### src/rtl/pcd_pkg.sv
`timescale 1ns/1ps
package pcd_pkg;

  // Strobes from the window control to the counting datapath
  typedef struct packed {
    logic latchSample;   // copy running count into the output register
    logic restartCount;  // begin a new window count with this slot
  } winStrobe_t;

endpackage

### src/rtl/pcd_window_ctrl.sv
`timescale 1ns/1ps
module pcd_window_ctrl #(
  parameter int WIN_LEN = 16,
  localparam int TMR_W = $clog2(WIN_LEN + 1)
) (
  input  logic               clk,
  input  logic               rst,
  output pcd_pkg::winStrobe_t strobe
);

  localparam logic [TMR_W-1:0] LAST_SLOT = TMR_W'(WIN_LEN);
  localparam logic [TMR_W-1:0] AFTER_WRAP = TMR_W'(1);

  // Reset parks the timer at 0 so that the first window gets a full
  // WIN_LEN slots; later windows run 1..WIN_LEN, where the closing slot
  // is shared with the next window's first slot.
  logic [TMR_W-1:0] slotTimer;
  logic             closeNow;

  assign closeNow = (slotTimer == LAST_SLOT);

  always_ff @(posedge clk) begin
    if (rst)
      slotTimer <= '0;
    else if (closeNow)
      slotTimer <= AFTER_WRAP;
    else
      slotTimer <= slotTimer + AFTER_WRAP;
  end

  always_comb begin
    strobe.latchSample  = closeNow;
    strobe.restartCount = closeNow;
  end


  timer_in_range_chk: assert property (@(posedge clk) disable iff (rst)
    slotTimer <= LAST_SLOT);


  timer_wrap_chk: assert property (@(posedge clk) disable iff (rst)
    strobe.latchSample |=> (slotTimer == AFTER_WRAP));


  timer_reset_chk: assert property (@(posedge clk)
    rst |=> (slotTimer == '0));

endmodule

### src/rtl/pcd_count_path.sv
`timescale 1ns/1ps
module pcd_count_path #(
  parameter int WIN_LEN = 16,
  localparam int CNT_W = $clog2(WIN_LEN + 1)
) (
  input  logic                clk,
  input  logic                rst,
  input  logic                pulseIn,
  input  pcd_pkg::winStrobe_t strobe,
  output logic [CNT_W-1:0]    sampleOut,
  output logic                sampleValid
);

  localparam logic [CNT_W-1:0] FULL_SCALE = CNT_W'(WIN_LEN);

  logic [CNT_W-1:0] runCount;
  logic [CNT_W-1:0] pulseExt;

  assign pulseExt = CNT_W'(pulseIn);

  always_ff @(posedge clk) begin
    if (rst)
      runCount <= '0;
    else if (strobe.restartCount)
      runCount <= pulseExt;
    else
      runCount <= runCount + pulseExt;
  end

  always_ff @(posedge clk) begin
    if (rst) begin
      sampleOut   <= '0;
      sampleValid <= 1'b0;
    end else begin
      sampleValid <= strobe.latchSample;
      if (strobe.latchSample)
        sampleOut <= runCount;
    end
  end


  count_bound_chk: assert property (@(posedge clk) disable iff (rst)
    runCount <= FULL_SCALE);


  sample_bound_chk: assert property (@(posedge clk) disable iff (rst)
    sampleOut <= FULL_SCALE);


  sample_capture_chk: assert property (@(posedge clk) disable iff (rst)
    strobe.latchSample |=> (sampleValid && sampleOut == $past(runCount)));


  restart_seed_chk: assert property (@(posedge clk) disable iff (rst)
    strobe.restartCount |=> (runCount == CNT_W'($past(pulseIn))));


  valid_single_chk: assert property (@(posedge clk) disable iff (rst)
    sampleValid |=> !sampleValid);


  sample_hold_chk: assert property (@(posedge clk) disable iff (rst)
    !strobe.latchSample |=> $stable(sampleOut));


  path_reset_chk: assert property (@(posedge clk)
    rst |=> (sampleOut == '0 && !sampleValid && runCount == '0));

endmodule

### src/rtl/pulse_count_decimator.sv
`timescale 1ns/1ps
module pulse_count_decimator #(
  parameter int WIN_LEN = 16,
  localparam int CNT_W = $clog2(WIN_LEN + 1)
) (
  input  logic             clk,
  input  logic             rst,
  input  logic             pulseIn,
  output logic [CNT_W-1:0] sampleOut,
  output logic             sampleValid
);

  pcd_pkg::winStrobe_t winStrobe;

  pcd_window_ctrl #(.WIN_LEN(WIN_LEN)) i_ctrl (
    .clk    (clk),
    .rst    (rst),
    .strobe (winStrobe)
  );

  pcd_count_path #(.WIN_LEN(WIN_LEN)) i_path (
    .clk         (clk),
    .rst         (rst),
    .pulseIn     (pulseIn),
    .strobe      (winStrobe),
    .sampleOut   (sampleOut),
    .sampleValid (sampleValid)
  );

endmodule

### config.mk
export PLATFORM = sky130hd
export DESIGN_NAME = pulse_count_decimator
export DESIGN_NICKNAME = d
export VERILOG_FILES = /design/src/rtl/pcd_pkg.sv /design/src/rtl/pcd_window_ctrl.sv /design/src/rtl/pcd_count_path.sv /design/src/rtl/pulse_count_decimator.sv
export SDC_FILE = /design/constraint.sdc
export NUM_CORES = 1
export LEC_CHECK = 0
export ABC_AREA = 1
export BUFFER_PORTS_ARGS = -buffer_cell sky130_fd_sc_hd__buf_2
export CAP_MARGIN = 10
export CORE_AREA = 4 4 41 43
export DETAILED_ROUTE_END_ITERATION = 8
export DIE_AREA = 0 0 45 47
export GPL_TIMING_DRIVEN = 0
export PLACE_DENSITY = 0.85
export SLEW_MARGIN = 5
export SYNTH_ARGS = -nofsm -noshare
export SYNTH_HDL_FRONTEND = slang
export SYNTH_HIERARCHICAL = 1
export SYNTH_SLANG_ARGS = --single-unit
### constraint.sdc
create_clock -name clk -period 2.2 [get_ports clk]
set_input_delay 0.11 -clock clk [delete_from_list [all_inputs] [get_ports clk]]
set_output_delay 0.11 -clock clk [all_outputs]
set_load 0.05 [all_outputs]
==> flow_summary_export.csv <==
group,metric,value,unit
placed_design,post-dp-hpwl,847,um
clock_network,cts.clk_slew.worst_paths,0.09,ns
critical_path,critPathMostFrequentCell,"inv_1",
timing,worst_slew_pin_slew,0.249,ns
synth,synth_seq_cells,16,
floorplan,core-area,1300,sq um
finish,nets,105,
synth,yosys-top-cells-count,"dfxtp_1, inv_1, nand2_1, nor2_1",
routing,dr.pass1.iters,4,
critical_path,slowest_delay,0.41,ns
hold_path,hold_class,"in2reg",
global_routing,grt_start_max_net_pins,10,
placed_design,place_ws,0.701,ns
finish,seqCellArea,320,sq um
routing,wl_met2,543,um
timing,final.min_clock_period,1.53,ns
clock_network,htreeDepth,1,
critical_path,cp_max_fo,8,
global_routing,grt_pass1_wl,1860,um
global_routing,grt-ovfl-total,0,
critical_path,crit_family,"buffers and inverters",
critical_path,critPathSlowestCell,"dfxtp_1",
synth,synthTopCellsByArea,"dfxtp_1, inv_1, ha_1",
clock_network,cts_buffers,3,
floorplan,ios,9,
synth,syn_area_per_cell,8.45,sq um
clock_network,clock_path_buffers,2,
synth,yosysUniqueCellTypes,18,
timing,max_freq,654,MHz
finish,multi_input_area,299,sq um
routing,wirelength,1120,um
critical_path,cp.required,2.43,ns
critical_path,endpoint_kind,"flip-flop",
critical_path,path_cells,"inv_1 -> ha_1 -> nand2_1 -> inv_1 -> nand2_2 -> inv_1 -> buf_4 -> buf_6 -> inv_1 -> nand2_1 -> a21oi_1",
synth,yosysSeqAreaShare,45.1,%
routing,route.detailed.drc,0,
timing,rsz0062_at_grt,"no",
synth,yosys_warnings,6,
routing,met3_length,67,um
timing,maxSlewHeadroom,83.5,%
synth,yosysTopAreaCell,"dfxtp_1",
placed_design,portBuffers,8,
routing,viasPerCell,4.88,
floorplan,die_area,2120,sq um
synth,synth_edf_count,0,
synth,syn_nets,91,
timing,worst_slack,0.671,ns
timing,setup_violations,0,
floorplan,die_y,47,um
synth,netlist.area_leader.share,45.1,%
routing,wl_met1,467,um
power_and_ir_drop,power.leakage,0.368,nW
floorplan,die_w,45,um
clock_network,cts.sinks,16,
synth,ys_async_sr_fraction,0,%
status,status,"completed",
timing,fin_worst_skew,0.00307,ns
clock_network,ctsHoldBuffers,1,
synth,synth_top_flop_cell,"dfxtp_1",
clock_network,worstSkewPairLatency,0.29,ns
routing,top_layer_used,"met4",
synth,synth_area,709,sq um
critical_path,arrival,1.76,ns
floorplan,rows,13,
timing,final_hold_viol_count,0,
synth,synth_cells,84,
clock_network,clockRootBuffer,"clkbuf_4",
placed_design,place_congestion,0.685,
power_and_ir_drop,max-vdd-ir-drop,0.422,mV
power_and_ir_drop,power_density,661,nW/um^2
clock_network,cts_tree,"built",
clock_network,postCtsSetupBuffers,0,
synth,yosysMostFrequentCell,"dfxtp_1",
routing,num_vias,546,
finish,fill_cells,118,
global_routing,antenna_found_initial,0,
clock_network,cts_resized,0,
timing,fin_setup_tns,0,ns
routing,routedWlPerCell,9.96,um
routing,drt_iter0_drc,10,
finish,syn2layout_area_growth,14.8,%
timing,slew_viol_final,0,
finish,layout-drive-gt1-share,24.7,%
floorplan,start_util,54.5,%
finish,diodes,0,
routing,postRouteAntennaNets,0,
global_routing,grtUsageTotal,12.5,%
job,cap_violations,0,
critical_path,start_kind,"flip-flop",
critical_path,path_buf_inv,6,
global_routing,grt_pass1_vias,515,
critical_path,critPathKind,"reg2reg",
timing,period_share,69.5,%
## state kept, by name, summed over array words and instances, names as in the netlist
name                count
i_ctrl/slotTimer        5
i_path/runCount         5
i_path/sampleOut        5
i_path/sampleValid      1
## report_power, final
group / leakage (nW) / internal (W) / switching (W)
Clock: 0.0210 / 0.000101 / 0.0000951
Combinational: 0.217 / 0.0000165 / 0.0000191
Sequential: 0.130 / 0.000298 / 0.00000906
## kinds of logic after synthesis
kind of cell / after synthesis / synth area share [%]
flip-flops: 16 / 45.2
XOR/XNOR: 2 / 2.47
AND/OR/NAND/NOR: 35 / 24.2
AO/OA/AOI/OAI: 9 / 8.47
buffers and inverters: 18 / 12.7
adder cells (fa/ha/maj): 4 / 7.05
## tightest hold or removal path, stage by stage
cell and delay [ns]:
buf_2 0.11, inv_1 0.05, a211oi_1 0.05
## final timing paths
| kind | from | end | slack, ns | cells past startpoint |
|---|---|---|---|---|
| setup / recovery | i_ctrl/slotTimer[0]$_SDFF_PP0_ | i_path/sampleOut[0]$_SDFFE_PP0P_ | 0.67 | 11 |
| hold / removal | pulseIn | i_path/runCount[0]$_SDFF_PP0_ | 0.07 | 3 |
| setup reg to reg | i_ctrl/slotTimer[0]$_SDFF_PP0_ | i_path/sampleOut[0]$_SDFFE_PP0P_ | 0.67 | 11 |
| hold reg to reg | i_path/sampleOut[2]$_SDFFE_PP0P_ | i_path/sampleOut[2]$_SDFFE_PP0P_ | 0.46 | 2 |
## stage by stage
stage	total power [W]	hold WS [ns]	utilization, %	instances	instance area, sq um
final	0.000539	0.0674	62.6	112	815
after CTS	0.000549	0.0573	62.6	112	815
after global placement	0.000346	0.309	59.0	107	768
after detailed placement	0.000348	0.316	59.0	107	768
after floorplan	0.000339	0.179	-	84	709
after global routing	0.000558	0.0782	62.6	112	815
## per-layer routing
layer	vias up	global-route usage [%]
li1	285	-
met1	241	11.7
met2	15	22.6
met3	5	3.45
met4	0	10.5
met5	-	0
## layout by cell type, fill, tap and decap left out, types with 3 or more instances in the layout
cell type   n
nand4_1     3
nand2_1    13
ha_1        4
a21oi_1     4
nor2_1     10
inv_1      14
nand3_1     3
dfxtp_1    16
clkbuf_4    3
a211oi_1    3
buf_2       8
## layout make-up
class	count	share of cell area, %
Sequential cell	16	39.3
Multi-Input combinational cell	50	36.7
Inverter	14	6.45
Timing Repair Buffer	9	6.14
Buffer	4	4.61
Clock buffer	4	4.45
Tap cell	15	2.30
No activity file was read; power rests on OpenSTA's default activity.
